<file path="config.mk">
export PLATFORM = sky130hd
export DESIGN_NAME = tbl_coef_mult
export DESIGN_NICKNAME = d
export VERILOG_FILES = /design/src/rtl/tbl_coef_pkg.sv /design/src/rtl/tbl_coef_in_stage.sv /design/src/rtl/tbl_coef_digit_lut.sv /design/src/rtl/tbl_coef_shift_sum.sv /design/src/rtl/tbl_coef_mult.sv
export SDC_FILE = /design/constraint.sdc
export NUM_CORES = 1
export LEC_CHECK = 0
export BUFFER_PORTS_ARGS = -buffer_cell sky130_fd_sc_hd__buf_4
export CORE_UTILIZATION = 59
export CTS_CLUSTER_SIZE = 16
export DETAILED_ROUTE_END_ITERATION = 8
export MAX_ROUTING_LAYER = met4
export PLACE_DENSITY = 0.88
export SKIP_LAST_GASP = 1
export SLEW_MARGIN = 5
export SYNTH_ARGS = -nofsm -noshare
export SYNTH_HDL_FRONTEND = slang
export SYNTH_SLANG_ARGS = --single-unit
export TNS_END_PERCENT = 100
</file>
<file path="constraint.sdc">
create_clock -name clk -period 6.1 [get_ports clk]
set_input_delay 0.305 -clock clk [delete_from_list [all_inputs] [get_ports clk]]
set_output_delay 0.305 -clock clk [all_outputs]
set_load 0.01 [all_outputs]
</file>
<file path="src/rtl/tbl_coef_pkg.sv">
package tbl_coef_pkg;
    // Multiple of a coefficient by a small digit, used to fill the tables.
    function automatic logic [31:0] coef_multiple(input logic [31:0] coef,
                                                  input int unsigned digit);
        return coef * digit;
    endfunction
endpackage

</file>
<file path="src/rtl/tbl_coef_in_stage.sv">
module tbl_coef_in_stage #(
    parameter int W      = 8,
    parameter bit IN_REG = 1'b1
) (
    input  logic         clk,
    input  logic         rst_n,
    input  logic [W-1:0] d_i,
    output logic [W-1:0] q_o
);
    generate
        if (IN_REG) begin : g_reg
            logic [W-1:0] hold_q;
            always_ff @(posedge clk or negedge rst_n) begin
                if (!rst_n) hold_q <= '0;
                else        hold_q <= d_i;
            end
            assign q_o = hold_q;
        end else begin : g_thru
            assign q_o = d_i;
        end
    endgenerate
endmodule

</file>
<file path="src/rtl/tbl_coef_digit_lut.sv">
module tbl_coef_digit_lut
    import tbl_coef_pkg::*;
#(
    parameter int              COEF_W  = 8,
    parameter int              DIGIT_W = 4,
    parameter logic [COEF_W-1:0] COEF  = 8'b10101011,
    localparam int             ENTRIES = 1 << DIGIT_W,
    localparam int             PART_W  = COEF_W + DIGIT_W
) (
    input  logic [DIGIT_W-1:0] digit_i,
    output logic [PART_W-1:0]  part_o
);
    logic [PART_W-1:0] table_q [ENTRIES];

    generate
        for (genvar e = 0; e < ENTRIES; e++) begin : g_entry
            localparam logic [31:0] FULL = coef_multiple(32'(COEF), e);
            assign table_q[e] = FULL[PART_W-1:0];
        end
    endgenerate

    assign part_o = table_q[digit_i];
endmodule

</file>
<file path="src/rtl/tbl_coef_shift_sum.sv">
module tbl_coef_shift_sum #(
    parameter int NUM_DIG = 2,
    parameter int DIGIT_W = 4,
    parameter int PART_W  = 12,
    parameter int PROD_W  = 16
) (
    input  logic [NUM_DIG-1:0][PART_W-1:0] parts_i,
    output logic [PROD_W-1:0]              sum_o
);
    always_comb begin
        sum_o = '0;
        for (int d = 0; d < NUM_DIG; d++) begin
            sum_o = sum_o + (PROD_W'(parts_i[d]) << (d * DIGIT_W));
        end
    end
endmodule

</file>
<file path="src/rtl/tbl_coef_mult.sv">
module tbl_coef_mult #(
    parameter int                IN_W    = 8,
    parameter int                COEF_W  = 8,
    parameter int                DIGIT_W = 4,
    parameter logic [COEF_W-1:0] COEF    = 8'b10101011,
    parameter bit                IN_REG  = 1'b1,
    localparam int               NUM_DIG = IN_W / DIGIT_W,
    localparam int               PART_W  = COEF_W + DIGIT_W,
    localparam int               PROD_W  = IN_W + COEF_W
) (
    input  logic              clk,
    input  logic              rst_n,
    input  logic [IN_W-1:0]   operand_i,
    output logic [PROD_W-1:0] product_o
);
    logic [IN_W-1:0]                 op_q;
    logic [NUM_DIG-1:0][PART_W-1:0]  parts;

    tbl_coef_in_stage #(.W(IN_W), .IN_REG(IN_REG)) u_in (
        .clk   (clk),
        .rst_n (rst_n),
        .d_i   (operand_i),
        .q_o   (op_q)
    );

    generate
        for (genvar d = 0; d < NUM_DIG; d++) begin : g_digit
            tbl_coef_digit_lut #(
                .COEF_W (COEF_W),
                .DIGIT_W(DIGIT_W),
                .COEF   (COEF)
            ) u_lut (
                .digit_i(op_q[d*DIGIT_W +: DIGIT_W]),
                .part_o (parts[d])
            );
        end
    endgenerate

    tbl_coef_shift_sum #(
        .NUM_DIG(NUM_DIG),
        .DIGIT_W(DIGIT_W),
        .PART_W (PART_W),
        .PROD_W (PROD_W)
    ) u_sum (
        .parts_i(parts),
        .sum_o  (product_o)
    );
endmodule

</file>
==> results of run 1 <==
==> placed cells by master, fill, tap and decap left out, types with 2 or more instances in the layout <==
cell and instances:
nor2_1 6, nor3_1 2, xor2_2 2, ha_1 19, dfrtp_1 8, a21oi_1 10, inv_1 9, mux2i_1 5
xnor2_1 6, nand3_1 2, o21a_1 3, xor2_1 4, o21ai_0 15, nand2_1 15, nor2b_1 3, and2_1 2
buf_4 25, a31oi_1 2, nand3b_1 2, nand2b_1 2, a21o_1 2, clkbuf_4 3, a211oi_2 2, or3_1 2
==> cells by family (layout without fill, tap and decap cells) <==
logic type	count (synthesis)	count (layout)
muxes	8	8
AOI/OAI and AO/OA	47	47
and+or+nand+nor	39	39
DFF	8	8
xor gates and xnor gates	12	12
buffers and inverters	17	38
adders and majority gates	19	19
==> power groups by stage <==
stage	Clock, W	Combinational (W)	Sequential (W)
3_3_place_gp	0	0.000171	0.0000639
6_report	0.0000389	0.000178	0.0000638
3_5_place_dp	0	0.000176	0.0000644
4_1_cts	0.0000407	0.000177	0.0000634
2_1_floorplan	0	0.000123	0.0000596
5_1_grt	0.0000416	0.000193	0.0000646
==> how the worst max path moves through the flow <==
stage | from | end | slack [ns] | cells after the start
finish | u_in.q_o[1] | product_o[13] | 2.39 | 12
CTS | u_in.q_o[1] | product_o[13] | 2.42 | 12
global route | u_in.q_o[1] | product_o[13] | 2.23 | 12
global placement | u_in.q_o[0] | product_o[13] | 2.76 | 12
floorplan | u_in.q_o[0] | product_o[13] | 3.09 | 11
detailed placement | u_in.q_o[0] | product_o[13] | 2.70 | 12
==> cell type report <==
class                      count  area share
multi-input combinational    125      0.6709
sequential                     8      0.1350
timing repair buffer          26      0.1333
inverter                       9     0.02278
tap                           27     0.02278
clock buffer                   3     0.01519
==> metrics by stage <==
step,util,area (um2),worst slack (ns),hold slack (ns)
finish,0.7406,1483,2.390,0.1569
global route,0.7406,1483,2.231,0.1518
floorplan,-,1280,3.093,0.009409
detailed placement,0.7244,1450,2.695,0.1256
CTS,0.7406,1483,2.424,0.1504
global placement,0.7244,1450,2.765,0.1214
==> per-layer routing <==
layer	vias to the layer above	track usage
li1	571	-
met1	537	0.2752
met2	40	0.4624
met3	9	0.009434
met4	0	0.1324
met5	-	-
==> critical path: cells and delay by family (launching register included) <==
family / cells / cell delay, ns
AO/OA/AOI/OAI: 4 / 0.72
flip-flops: 1 / 0.42
buffers and inverters: 2 / 0.28
AND/OR/NAND/NOR: 4 / 1.07
adder cells (fa/ha/maj): 2 / 0.67
==> timing repair <==
action	4_1_cts	5_1_grt
hold endpoints to repair	8	0
endpoints found under the setup margin	0	0
hold buffers	1	0
==> flow_summary.toml, run 1 <==
[logic_synthesis]
ys_types = 45
netlist_top_cells_count = "ha_1, nand2_1, o21ai_0"
ys_warn_count = 0
synth_top_family_by_area = "compound AO/OA/AOI/OAI gates"
synth_adder_area_share = 0.1857
synthXorXnorAreaFrac = 0.09384
synth.top_cell.area_share = 0.1857
synth_edf_count = 0
synthTopCellsByArea = "ha_1, dfrtp_1, o21ai_0"
muxShareOfSynthArea = 0.06745
ys_ff_latch = 8
netlist.top_cell.by_area = "ha_1"
synth-compound-area-share = 0.2727
synthArstFlopShare = 1.000
syn_area_per_cell_um2 = 8.533
ys.flop_type = "dfrtp_1"
synth_simple_gate_area_frac = 0.1574
synth_nets = 179
syn_area_um2 = 1280
yosysSeqAreaShare = 0.1564
synth_cells = 150
yosysMostFrequentCell = "ha_1"

[clocking]
htreeDepth = 1
cts_max_path_buffers = 2
ctsResizeCount = 0
cts_setup_buffers = 0
clk_pin_slew_ns = 0.05
cts_tree = "yes"
cts-root-buf = "clkbuf_4"
cts_buffers = 3
cts_sinks = 8

[placed_design]
gp_congestion = 0.8469
dp.cells = 194
dp_hpwl_um = 2178
port-buffer-count = 25

[detailed_routing]
num_vias = 1157
firstDrtPassIters = 4
wl_met1_um = 1134
top_layer_used = "met4"
wl_per_cell_um = 13.53
post-route-drc-count = 0
wl_met2_um = 1368
dr_wl_met3_um = 92
via_per_inst = 5.843
drt-initial-drc-count = 19
final_antenna_net_count = 0
drt-total-wl_um = 2678

[worst_hold_path]
hp-start = "operand_i[3]"
hold-path-endpoint = "u_in.q_o[3]"
hold_class = "in2reg"
hold_depth = 1

[power_and_ir_drop]
fin_total_pwr_w = 0.0002804
p_comb_frac = 0.634
power_frac_seq = 0.227
switching_share = 0.4120
p_leak_nw = 0.6963
p_per_area_nw_per_um2 = 189.1
power.internal_w = 0.0001649
switchingPower_w = 0.0001155
irDropWorstVdd_mv = 0.1490
pwr-share-clk = 0.139

[cells_and_area]
nets = 202
final_layout_size_suffix_gt1_frac = 0.2515
fill_cells = 178
fin_cells = 198
multi_input_area_um2 = 994.7
area_growth_syn_to_layout_pct = 15.84
largest_reg_flops = 8
regArea_um2 = 200.2
diodes = 0

[floorplanning]
ios = 26
die_area_um2 = 2360
start_util = 0.6394
die_y_um = 48.58
dieWidth_um = 48.58
coreArea_um2 = 2002
rows = 16

[timing]
worstMarginPinSlew_ns = 0.5641
finalSetupTns_ns = 0
setup_violations = 0
timing.fmax_ghz = 0.2695
hold_violations = 0
period_share = 0.6082
slew_violations = 0
rsz0062_at_grt = "no"
max_slew_margin = 0.6240
layout_min_cycle_time_ns = 3.710

[setup_path]
cp.arrival_ns = 3.41
start_kind = "register"
end_kind = "output pin"
slowest_stage = "dfrtp_1"
worstPathRequired_ns = 5.79
cp_cell_sequence = "inv_1, ha_1, and2_4, or3_1, nand2_1, ha_1, a41oi_2, o211ai_2, or3_1, a211oi_2, a2111oi_2, buf_4"
cp_max_fo = 5
crit_type = "reg2out"
critPathMaxStageDelay_ns = 0.42

[flow_run]
maxCapViolations = 0

[global_route]
antenna_found_initial = 0
grt_pass1_vias = 1166
grt_pass1_wl_um = 4650
grt_overflow = 0
grt_max_degree = 19
grt_usage = 0.2520

[outcome]
outcome = "finished, final reports clean"
(Power assumes the default switching activity.)
==> run 2, diff against run 1 <==
--- a/config.mk
+++ b/config.mk
@@ -5,12 +5,13 @@
 export SDC_FILE = /design/constraint.sdc
 export NUM_CORES = 1
 export LEC_CHECK = 0
+export ABC_AREA = 1
 export BUFFER_PORTS_ARGS = -buffer_cell sky130_fd_sc_hd__buf_4
-export CORE_UTILIZATION = 59
+export CORE_UTILIZATION = 55
 export CTS_CLUSTER_SIZE = 16
 export DETAILED_ROUTE_END_ITERATION = 8
 export MAX_ROUTING_LAYER = met4
-export PLACE_DENSITY = 0.88
+export PLACE_DENSITY = 0.83
 export SKIP_LAST_GASP = 1
 export SLEW_MARGIN = 5
 export SYNTH_ARGS = -nofsm -noshare
==> constraint.sdc (replaced) <==
create_clock -name clk -period 3.8 [get_ports clk]
set_input_delay 0.19 -clock clk [delete_from_list [all_inputs] [get_ports clk]]
set_output_delay 0.19 -clock clk [all_outputs]
set_load 0.01 [all_outputs]
==> run 2 against run 1 <==
Net effect:
- flip-flop and latch count is the same
- die area is 7.1% higher
- area after synthesis barely moved
- largest cell class unchanged
- sequential share of layout area down 0.14 points
==> flow_summary.toml, run 2 <==
[placed_design]
dp_hpwl_um = 2273
dp.cells = 244
port-buffer-count = 25
gp_congestion = 0.8742

[setup_path]
cp_cell_sequence = "inv_1, ha_1, nand2_1, nand2_1, nand2_2, nand2_4, inv_2, ha_1, a21oi_1, nor2_1, nor2_1, nand3_1, nand2_1, nand2_1, buf_4"
end_kind = "output pin"
cp.arrival_ns = 2.73
worstPathRequired_ns = 3.61
slowest_stage = "dfrtp_1"
start_kind = "register"
critPathMaxStageDelay_ns = 0.42
cp_max_fo = 6
path_common_cell = "nand2_1"
crit_type = "reg2out"

[logic_synthesis]
syn_area_per_cell_um2 = 6.537
yosysSeqAreaShare = 0.1563
netlist.top_cell.by_area = "ha_1"
yosysMostFrequentCell = "nand2_1"
synthTopCellsByArea = "ha_1, nand2_1, dfrtp_1"
ys.flop_type = "dfrtp_1"
synth_nets = 225
ys_ff_latch = 8
netlist_top_cells_count = "nand2_1, inv_1, ha_1"
synthArstFlopShare = 1.000
ys_warn_count = 0
syn_area_um2 = 1281
synth_edf_count = 0
synth.top_cell.area_share = 0.1855
ys_types = 31
synth_cells = 196

[clocking]
cts_setup_buffers = 0
cts_buffers = 3
clk_pin_slew_ns = 0.05
cts_sinks = 8
cts_max_path_buffers = 2
ctsResizeCount = 0
cts-root-buf = "clkbuf_4"
htreeDepth = 1
cts-hold-fix-buffers = 1
cts_tree = "yes"

[detailed_routing]
num_vias = 1282
drt-total-wl_um = 2648
via_per_inst = 5.169
firstDrtPassIters = 5
wl_per_cell_um = 10.68
post-route-drc-count = 0
final_antenna_net_count = 0
drt-initial-drc-count = 33

[outcome]
outcome = "finished, final reports clean"

[timing]
max_slew_margin = 0.7188
timing.fmax_ghz = 0.3422
hold_violations = 0
finalSetupTns_ns = 0
layout_min_cycle_time_ns = 2.922
setup_violations = 0
period_share = 0.7690
slew_violations = 0
worstMarginPinSlew_ns = 0.4218
rsz0062_at_grt = "no"
fin_hold_ws_ns = 0.04564

[cells_and_area]
fill_cells = 209
fin_cells = 248
largest_reg_flops = 8
most-common-layout-cells = "nand2_1, inv_1, buf_4, ha_1, nand3_1"
diodes = 0
area_growth_syn_to_layout_pct = 16.89
final_common_cell = "nand2_1"
nets = 251
multi_input_area_um2 = 919.6
regArea_um2 = 200.2
final_core_util = 0.6770
final_layout_size_suffix_gt1_frac = 0.2455

[global_route]
grt_max_degree = 13
grt_usage = 0.2408
antenna_found_initial = 0
grt_pass1_vias = 1195
grt_overflow = 0
grt_pass1_wl_um = 4588

[floorplanning]
die_y_um = 50.27
start_util = 0.5792
die_area_um2 = 2527
dieWidth_um = 50.27
ios = 26
coreArea_um2 = 2212
rows = 17

[power_and_ir_drop]
p_leak_nw = 0.8650
p_per_area_nw_per_um2 = 291.6
irDropWorstVdd_mv = 0.2227

[worst_hold_path]
hold_class = "in2reg"

[flow_run]
maxCapViolations = 0
==> run 2: final cells by class <==
class,count,share of cell area
Sequential cell,8,0.1337
Multi-Input combinational cell,151,0.6140
Tap cell,28,0.02339
Inverter,32,0.08187
Clock buffer,3,0.01504
Timing Repair Buffer,26,0.1320
==> run 2: stage by stage <==
step            power, W  setup slack (ns)  area (um2)
2_1_floorplan  0.0002808             1.496        1281
3_3_place_gp   0.0003697             1.171        1465
3_5_place_dp   0.0003748             1.121        1465
4_1_cts        0.0004402            0.8409        1498
5_1_grt        0.0004734            0.5926        1498
6_report       0.0004367            0.8777        1498
==> run 2: metal layers <==
metal / routed length [um] / track usage
met1: 1167 / 0.2732
met2: 1258 / 0.4178
met3: 131 / 0.02121
met4: 91 / 0.1238
met5: 0 / -
==> run 2: power breakdown <==
group           total, W  switching, W  leakage (nW)  internal, W
Sequential     0.0000985    0.00000874        0.0932    0.0000897
Combinational   0.000277      0.000155         0.758     0.000121
Clock          0.0000616     0.0000257        0.0138    0.0000359
Total           0.000437      0.000190         0.865     0.000247
==> run 2: critical path: cells and delay by family, from the launching register on <==
| family | cells | cell delay [ns] |
|---|---|---|
| flops | 1 | 0.42 |
| fa+ha+maj | 2 | 0.76 |
| buf+inv | 3 | 0.30 |
| simple gates | 9 | 0.76 |
| compound gates | 1 | 0.24 |
==> run 2: cell families (layout without fill, tap and decap cells) <==
| kind of cell | count (synthesis) | in the layout | synth area share |
|---|---|---|---|
| AOI/OAI and AO/OA | 19 | 19 | 0.09670 |
| adders and majority gates | 19 | 19 | 0.1855 |
| buffers and inverters | 37 | 61 | 0.1260 |
| xor gates and xnor gates | 7 | 7 | 0.04785 |
| and+or+nand+nor | 106 | 106 | 0.3877 |
| DFF | 8 | 8 | 0.1562 |
==> run 2: final timing paths <==
path	slack [ns]	depth (start not counted)	end	startpoint
worst max-delay path	0.88	15	product_o[13]	u_in.q_o[4]
worst min-delay path	0.05	1	u_in.q_o[3]	operand_i[3]
max in group asynchronous	3.40	2	u_in.q_o[0]	rst_n
min in group asynchronous	0.28	2	u_in.q_o[6]	rst_n
